<file path="src/rtl/pq_pkg.sv">
package pq_pkg;
  localparam int PAGE_W = 12;

  localparam logic [PAGE_W-1:0] OFF_EOI_LD = 12'h000;
  localparam logic [PAGE_W-1:0] OFF_EOI_ST = 12'h400;
  localparam logic [PAGE_W-1:0] OFF_GET    = 12'h800;
  localparam logic [PAGE_W-1:0] OFF_SET00  = 12'hC00;
  localparam logic [PAGE_W-1:0] OFF_SET01  = 12'hD00;
  localparam logic [PAGE_W-1:0] OFF_SET10  = 12'hE00;
  localparam logic [PAGE_W-1:0] OFF_SET11  = 12'hF00;

  localparam logic [1:0] PQ_IDLE   = 2'b00;
  localparam logic [1:0] PQ_MASKED = 2'b01;
  localparam logic [1:0] PQ_PEND   = 2'b10;
  localparam logic [1:0] PQ_PENDQ  = 2'b11;

  typedef enum logic [2:0] {
    OP_NONE,
    OP_EOI,
    OP_EOI_ST,
    OP_GET,
    OP_SET
  } pq_op_e;

  typedef struct packed {
    pq_op_e     op;
    logic [1:0] val;
  } pq_cmd_t;
endpackage

</file>
<file path="src/rtl/pq_decode.sv">
module pq_decode
  import pq_pkg::*;
(
  input  logic              valid_i,
  input  logic              write_i,
  input  logic [PAGE_W-1:0] offset_i,
  output pq_cmd_t           cmd_o
);
  always_comb begin
    cmd_o.op  = OP_NONE;
    cmd_o.val = offset_i[9:8];
    if (valid_i) begin
      if (write_i) begin
        if (offset_i == OFF_EOI_ST) cmd_o.op = OP_EOI_ST;
      end else begin
        unique case (offset_i)
          OFF_EOI_LD: cmd_o.op = OP_EOI;
          OFF_GET:    cmd_o.op = OP_GET;
          OFF_SET00, OFF_SET01, OFF_SET10, OFF_SET11: cmd_o.op = OP_SET;
          default:    cmd_o.op = OP_NONE;
        endcase
      end
    end
  end
endmodule

</file>
<file path="src/rtl/pq_cell.sv">
module pq_cell
  import pq_pkg::*;
(
  input  logic       clk_i,
  input  logic       rst_ni,
  input  logic       sel_i,
  input  pq_cmd_t    cmd_i,
  input  logic       store_en_i,
  input  logic       trig_i,
  output logic [1:0] pq_o,
  output logic       fwd_o
);
  logic [1:0] pq_q, pq_d;
  logic       fwd_q, fwd_d;
  logic       do_eoi;

  assign do_eoi = sel_i && ((cmd_i.op == OP_EOI) ||
                            ((cmd_i.op == OP_EOI_ST) && store_en_i));

  // bus operation first, trigger evaluated on the result
  always_comb begin
    pq_d  = pq_q;
    fwd_d = 1'b0;
    if (do_eoi) begin
      if (pq_q[0]) begin
        pq_d  = PQ_PEND;
        fwd_d = 1'b1;
      end else begin
        pq_d  = PQ_IDLE;
      end
    end else if (sel_i && cmd_i.op == OP_SET) begin
      pq_d = cmd_i.val;
    end
    if (trig_i) begin
      if (pq_d == PQ_IDLE) begin
        pq_d  = PQ_PEND;
        fwd_d = 1'b1;
      end else if (pq_d == PQ_PEND) begin
        pq_d  = PQ_PENDQ;
      end
    end
  end

  always_ff @(posedge clk_i or negedge rst_ni) begin
    if (!rst_ni) begin
      pq_q  <= PQ_MASKED;
      fwd_q <= 1'b0;
    end else begin
      pq_q  <= pq_d;
      fwd_q <= fwd_d;
    end
  end

  assign pq_o  = pq_q;
  assign fwd_o = fwd_q;
endmodule

</file>
<file path="src/rtl/pq_coalesce_top.sv">
module pq_coalesce_top
  import pq_pkg::*;
#(
  parameter int NUM_SRC = 8,
  parameter int DATA_W  = 64,
  localparam int SRC_W  = (NUM_SRC > 1) ? $clog2(NUM_SRC) : 1,
  localparam int ADDR_W = SRC_W + PAGE_W
) (
  input  logic               clk_i,
  input  logic               rst_ni,
  input  logic [NUM_SRC-1:0] trig_i,
  input  logic [NUM_SRC-1:0] store_eoi_en_i,
  input  logic               req_valid_i,
  input  logic               req_write_i,
  input  logic [ADDR_W-1:0]  req_addr_i,
  output logic               rsp_valid_o,
  output logic [DATA_W-1:0]  rsp_data_o,
  output logic [NUM_SRC-1:0] fwd_o
);
  pq_cmd_t                 cmd;
  logic [SRC_W-1:0]        src_idx;
  logic                    src_ok;
  logic [NUM_SRC-1:0]      sel;
  logic [NUM_SRC-1:0][1:0] pq_all;
  logic [DATA_W-1:0]       rd_word;
  logic                    rsp_valid_q;
  logic [DATA_W-1:0]       rsp_data_q;

  assign src_idx = req_addr_i[ADDR_W-1:PAGE_W];

  generate
    if (NUM_SRC == (1 << SRC_W)) begin : g_full
      assign src_ok = 1'b1;
    end else begin : g_part
      assign src_ok = (int'(src_idx) < NUM_SRC);
    end
  endgenerate

  pq_decode u_decode (
    .valid_i  (req_valid_i),
    .write_i  (req_write_i),
    .offset_i (req_addr_i[PAGE_W-1:0]),
    .cmd_o    (cmd)
  );

  generate
    for (genvar i = 0; i < NUM_SRC; i++) begin : g_src
      assign sel[i] = req_valid_i && src_ok && (int'(src_idx) == i);
      pq_cell u_cell (
        .clk_i      (clk_i),
        .rst_ni     (rst_ni),
        .sel_i      (sel[i]),
        .cmd_i      (cmd),
        .store_en_i (store_eoi_en_i[i]),
        .trig_i     (trig_i[i]),
        .pq_o       (pq_all[i]),
        .fwd_o      (fwd_o[i])
      );
    end
  endgenerate

  always_comb begin
    rd_word = '0;
    if (src_ok && (cmd.op == OP_EOI || cmd.op == OP_GET || cmd.op == OP_SET))
      rd_word[1:0] = pq_all[src_idx];
  end

  always_ff @(posedge clk_i or negedge rst_ni) begin
    if (!rst_ni) begin
      rsp_valid_q <= 1'b0;
      rsp_data_q  <= '0;
    end else begin
      rsp_valid_q <= req_valid_i && !req_write_i;
      rsp_data_q  <= rd_word;
    end
  end

  assign rsp_valid_o = rsp_valid_q;
  assign rsp_data_o  = rsp_data_q;
endmodule

</file>
<file path="config.mk">
export PLATFORM = sky130hd
export DESIGN_NAME = pq_coalesce_top
export DESIGN_NICKNAME = d
export VERILOG_FILES = /design/src/rtl/pq_pkg.sv /design/src/rtl/pq_decode.sv /design/src/rtl/pq_cell.sv /design/src/rtl/pq_coalesce_top.sv
export SDC_FILE = /design/constraint.sdc
export NUM_CORES = 1
export LEC_CHECK = 0
export CAP_MARGIN = 30
export CELL_PAD_IN_SITES_DETAIL_PLACEMENT = 1
export CELL_PAD_IN_SITES_GLOBAL_PLACEMENT = 1
export CORE_MARGIN = 3
export CORE_UTILIZATION = 31
export CTS_BUF_LIST = sky130_fd_sc_hd__clkbuf_8
export CTS_CLUSTER_DIAMETER = 150
export DETAILED_ROUTE_END_ITERATION = 7
export PLACE_DENSITY_LB_ADDON = 0.1
export SKIP_LAST_GASP = 1
export SYNTH_ARGS = -nofsm -noshare
export SYNTH_HDL_FRONTEND = slang
export SYNTH_HIERARCHICAL = 1
export SYNTH_SLANG_ARGS = --single-unit
</file>
<file path="constraint.sdc">
create_clock -name clk_i -period 1.2 [get_ports clk_i]
set_input_delay 0.24 -clock clk_i [delete_from_list [all_inputs] [get_ports clk_i]]
set_output_delay 0.24 -clock clk_i [all_outputs]
set_load 0.05 [all_outputs]
</file>
==> flow_metrics.py, run 1 <==
metrics = {
    "final_layout": {
        "fin_cells": 459,
        "n_antenna_cell": 0,
        "nets": 396,
        "utilization_pct": 48.9,
        "final_common_cell": "conb_1",
        "final_cell_mix": "conb_1, buf_4, nor2_1, clkdlybuf4s50_1, dfrtp_1",
        "drive_gt1_share_pct": 37.2,
        "area_delta_synth_final_pct": 51.3,
    },
    "sta": {
        "finalSetupViolations": 26,
        "setup_ws_ns": -0.780,
        "period_share_pct": 165,
        "skew_ns": 0.00373,
        "rsz0062_at_grt": "true",
        "tns_ns": -18.88,
        "maxSlewViolCount": 0,
        "fmax_mhz": 505,
        "period_needed_ns": 1.98,
        "hold_viol": 0,
        "whs_ns": 0.310,
    },
    "setup_path": {
        "cp.required_ns": 1.41,
        "arrival_ns": 2.19,
        "reg2reg_slack_ns": -0.12,
        "worst_setup_path_start_kind": "input pin",
        "crit_type": "in -> reg",
        "r2r_end": "rsp_data_o[1]",
        "reg2reg_from": "g_src[1].u_cell/pq_o[1]",
        "r2r.worst_path.cells": 3,
        "critical_path_peak_fanout": 6,
        "cp-startpoint": "req_addr_i[2]",
        "critPathCaptureType": "flop",
        "endpoint": "g_src[4].u_cell/pq_o[1]",
    },
    "place": {
        "place_congestion": 0.776,
        "placed_cells": 439,
        "dp_hpwl_microns": 4820,
        "io_buffers": 45,
    },
    "clock_network": {
        "clk_latency_ns": 0.28,
        "cts.htree.levels": 1,
        "clk_pin_slew_ns": 0.10,
        "cts_buffers": 3,
        "cts-root-buf": "clkbuf_8",
        "clock_sinks": 27,
        "clockBufferDepth": 2,
        "postCtsHoldBufs": 0,
        "cts_tree": "built",
    },
    "outcome": {
        "violations": "negative setup slack",
        "status": "finished, violations left",
    },
    "detailed_routing": {
        "drtIter0Drc": 32,
        "wl_microns": 6780,
        "wl_met2_microns": 3420,
        "maxUsedRoutingLayer": "met4",
        "drt_pass1_iterations": 6,
        "dr_wl_met3_microns": 326,
        "via_count": 2053,
        "wire_per_inst_microns": 14.8,
        "via_per_inst": 4.47,
        "drcViolationCount": 0,
        "drt.antenna.violating_nets": 0,
        "drt-met1-wl_microns": 2930,
    },
    "logic_synthesis": {
        "ys_warn_count": 6,
        "ys_seq_area_share_pct": 29.1,
        "ys_seq_elements": 27,
        "synth_edf_count": 0,
        "syn_area_sq_um": 2350,
        "synth-main-ff-cell": "dfrtp_1",
        "synth_cell_types": 27,
        "avgSynthCellArea_sq_um": 9.46,
        "synthArstFlopShare_pct": 100,
        "netlist_instances": 249,
    },
    "global_route": {
        "antenna_found_initial": 0,
        "grt_usage_pct": 15.5,
        "grt_start_max_net_pins": 28,
        "overflow": 0,
        "grt_pass1_vias": 2133,
        "grt_pass1_wl_microns": 10600,
    },
    "floorplanning": {
        "die_w_microns": 93.2,
        "die_area_sq_um": 8680,
        "io_pins": 108,
        "core_area_sq_um": 7290,
        "start_util_pct": 32.3,
        "die_y_microns": 93.2,
        "rows": 31,
    },
    "power_and_ir_drop": {
        "ir_drop_mv": 0.366,
        "powerDensity_nw_per_um2": 657,
        "p_leak_nw": 1.61,
    },
    "flow_run": {
        "max_cap_violations": 0,
    },
    "min_path": {
        "holdCritPathClass": "in -> async",
    },
}
-- flip-flops by register name (all words and copies together) (netlist names) --
signal              cells
g_src.u_cell/fwd_o      8
g_src.u_cell/pq_o      16
rsp_data_o              2
rsp_valid_o             1
-- power breakdown --
part / leakage, nW / total (mW) / internal [mW] / switching [mW]
sequential: 0.348 / 0.956 / 0.938 / 0.0182
clock: 0.0269 / 0.534 / 0.230 / 0.303
combinational: 1.24 / 0.851 / 0.241 / 0.610
total: 1.61 / 2.34 / 1.41 / 0.932
-- metal layers --
layer | vias up | track usage [%]
met5 | - | 0
met4 | 0 | 5.01
met3 | 7 | 1.69
met2 | 73 | 27.5
met1 | 1005 | 19.7
li1 | 968 | -
-- layout make-up --
class / count / area [sq um]
inverter: 8 / 30.0
clock buffer: 3 / 41.3
fill: 851 / 3730
tap: 99 / 124
sequential: 27 / 686
multi-input combinational: 209 / 1500
timing repair buffer: 112 / 1180
clock inverter: 1 / 3.75
-- worst min path at each step --
stage,cells past startpoint,end,from
floorplan,0,g_src[0].u_cell/fwd_o,rst_ni
global placement,2,g_src[2].u_cell/fwd_o,g_src[2].u_cell/pq_o[0]
finish,2,rsp_valid_o,rst_ni
CTS,2,rsp_data_o[1],rst_ni
global route,2,rsp_data_o[1],rst_ni
detailed placement,2,g_src[2].u_cell/fwd_o,g_src[2].u_cell/pq_o[0]
-- critical path: stages --
cell       delay, ns
buf_6           0.10
nor4_4          0.31
nand4_1         0.14
buf_6           0.16
a21oi_4         0.17
buf_6           0.13
buf_12          0.10
buf_4           0.10
nand3b_1        0.09
a21oi_2         0.21
mux2i_2         0.27
a2bb2oi_1       0.17
-- metrics by stage --
| stage | worst slack (ns) | total power [mW] | instance area, sq um |
|---|---|---|---|
| after floorplan | -0.883 | 1.68 | 2620 |
| final | -0.780 | 2.34 | 3560 |
| after detailed placement | -1.52 | 1.80 | 3220 |
| after global placement | -1.37 | 1.80 | 3220 |
| after CTS | -0.823 | 2.36 | 3500 |
| after global routing | -0.944 | 2.45 | 3560 |
-- cells in the mapped netlist, types with 3 or more instances --
master,instances,share of area (%)
a21o_1,8,2.6
or2b_1,9,2.9
a2bb2oi_1,8,3.0
a21oi_1,17,3.6
mux4_1,4,4.5
dfrtp_1,19,20
nor3_1,3,0.64
nand3b_1,9,2.9
a21oi_2,8,3.0
dfstp_2,8,8.9
mux2i_1,27,11
buf_4,64,20
and4bb_2,8,4.3
nor2_1,27,4.3
inv_1,8,1.3
nand2b_1,10,2.7
-- cells by family after synthesis --
kind of cell	count (synthesis)	synth area share (%)
other	1	0.159
buffers and inverters	74	22.3
flip-flops	27	29.1
AO/OA/AOI/OAI	41	12.1
AND/OR/NAND/NOR	75	20.4
multiplexers	31	15.9
-- repair_timing --
action	in CTS	in global routing
setup endpoints to repair	26	26
setup buffers	8	6
resized for setup	52	17
cloned	5	0
pin swaps	30	19
No activity file was read; power rests on OpenSTA's default activity.
==> run 2, diff against run 1 <==
Settings changed: CAP_MARGIN 30 to unset, MAX_ROUTING_LAYER set to met4.
==> run 2 against run 1 <==
Against the previous run:
- global-route usage is 0.42 points higher
- count of clock-buffer cells in the layout unchanged
- largest cell class unchanged
- the flow still finishes with violations (negative setup slack)
- final area unchanged
- setup slack lost 0.0018 ns
- combinational power about the same
- register-to-register slack about the same
- non-clock buffer count is the same
==> flow_metrics.py, run 2 (same netlist as run 1, synthesis figures left out) <==
metrics = {
    "clock_network": {
        "clk_latency_ns": 0.28,
        "cts_tree": "built",
        "clockBufferDepth": 2,
        "cts-root-buf": "clkbuf_8",
        "clock_sinks": 27,
        "cts_buffers": 3,
        "cts.htree.levels": 1,
        "clk_pin_slew_ns": 0.10,
    },
    "place": {
        "placed_cells": 439,
        "dpl_worst_slack_ns": -1.52,
        "placed_cell_area_sq_um": 3220,
        "place_congestion": 0.786,
        "dp_hpwl_microns": 4820,
        "io_buffers": 45,
    },
    "sta": {
        "rsz0062_at_grt": "true",
        "skew_ns": 0.00387,
        "maxSlewViolCount": 0,
        "fmax_mhz": 505,
        "finalSetupViolations": 26,
        "period_share_pct": 165,
        "setup_ws_ns": -0.782,
        "period_needed_ns": 1.98,
        "hold_viol": 0,
    },
    "final_layout": {
        "n_antenna_cell": 0,
        "fin_cells": 459,
        "nets": 396,
        "register_area_sq_um": 686,
        "multiInputGateArea_sq_um": 1500,
        "largest_reg_flops": 16,
        "final_cell_mix": "conb_1, buf_4, nor2_1, clkdlybuf4s50_1, dfrtp_1",
        "fin_area_sq_um": 3560,
        "nFillCells": 851,
        "drive_gt1_share_pct": 37.2,
        "area_delta_synth_final_pct": 51.3,
        "final_common_cell": "conb_1",
    },
    "setup_path": {
        "cp_slowest_cell": "nor4_4",
        "crit_chain": "buf_6, nor4_4, nand4_1, buf_6, a21oi_4, buf_6, buf_12, buf_4, nand3b_1, a21oi_2, mux2i_2, a2bb2oi_1",
        "critPathMaxStageDelay_ns": 0.31,
        "cp_common_cell": "buf_6",
        "cp.required_ns": 1.41,
        "critical_path_peak_fanout": 6,
        "worst_setup_path_start_kind": "input pin",
        "arrival_ns": 2.19,
        "critPathCaptureType": "flop",
        "crit_type": "in -> reg",
    },
    "floorplanning": {
        "rows": 31,
        "io_pins": 108,
        "die_area_sq_um": 8680,
        "die_y_microns": 93.2,
        "core_area_sq_um": 7290,
        "die_w_microns": 93.2,
        "start_util_pct": 32.3,
    },
    "outcome": {
        "status": "finished, violations left",
        "violations": "negative setup slack",
    },
    "detailed_routing": {
        "drtIter0Drc": 27,
        "wire_per_inst_microns": 14.8,
        "via_count": 2052,
        "drt_pass1_iterations": 4,
        "wl_microns": 6770,
        "via_per_inst": 4.47,
        "drcViolationCount": 0,
        "drt.antenna.violating_nets": 0,
    },
    "power_and_ir_drop": {
        "ir_drop_mv": 0.366,
        "powerDensity_nw_per_um2": 657,
        "p_leak_nw": 1.61,
    },
    "global_route": {
        "overflow": 0,
        "grt_usage_pct": 16.0,
        "antenna_found_initial": 0,
        "grt_start_max_net_pins": 28,
        "grt_pass1_vias": 2131,
        "grt_pass1_wl_microns": 10600,
    },
    "min_path": {
        "holdCritPathClass": "in -> async",
    },
    "flow_run": {
        "max_cap_violations": 0,
    },
}
==> run 2: cell counts in the layout (fill, tap and decap cells not counted) <==
Identical to the previous run, type by type.
==> run 2: worst max-delay path, delay by kind of cell <==
family	cells	cell delay (ns)
muxes	1	0.27
and+or+nand+nor	3	0.54
AOI/OAI and AO/OA	3	0.55
buffers and inverters	5	0.59
==> run 2: timing repair <==
item,in CTS,in global routing
resized for setup,52,17
buffers inserted,8,6
gates cloned,5,0
hold buffers,0,0
pin swaps,30,19
setup endpoints to repair,26,26
==> run 2: final cells by class <==
| cell class | count | share of cell area, % |
|---|---|---|
| tap | 99 | 3.48 |
| timing repair buffer | 112 | 33.0 |
| sequential | 27 | 19.2 |
| inverter | 8 | 0.843 |
| clock buffer | 3 | 1.16 |
| multi-input combinational | 209 | 42.1 |
| clock inverter | 1 | 0.105 |
==> run 2: report_power, final <==
part	switching, mW	leakage, nW	total [mW]	internal [mW]
sequential	0.0182	0.348	0.956	0.938
combinational	0.611	1.24	0.852	0.241
clock	0.304	0.0269	0.534	0.230
==> run 2: routing by layer <==
layer  up-vias  track usage (%)  share of wire, %
met1      1007             19.7                43
met4         0             5.01               1.6
met3         8             1.69               4.8
met5         -                -                 0
met2        69             27.5                50
li1        968                -                 -
==> run 2: final timing paths <==
kind	from	end	slack [ns]	cells past startpoint
worst max register to register	g_src[1].u_cell/pq_o[1]	rsp_data_o[1]	-0.12	3
max in group asynchronous	rst_ni	g_src[3].u_cell/pq_o[0]	0.65	2
worst min register to register	g_src[2].u_cell/pq_o[0]	g_src[2].u_cell/fwd_o	0.59	2
worst max-delay path	req_addr_i[2]	g_src[4].u_cell/pq_o[1]	-0.78	12
min in group clk_i	req_write_i	rsp_valid_o	0.39	3
worst min-delay path	rst_ni	rsp_valid_o	0.31	2
==> run 2: per-stage QoR <==
stage               util (%)  power, mW  TNS [ns]  hold WS, ns
finish                  48.9       2.34    -18.86        0.310
global route            48.9       2.45    -22.23        0.309
CTS                     48.0       2.36    -19.65        0.306
detailed placement      44.2       1.80    -37.05        0.577
global placement        44.2       1.80    -33.32        0.571
floorplan                  -       1.68    -19.94      -0.0556
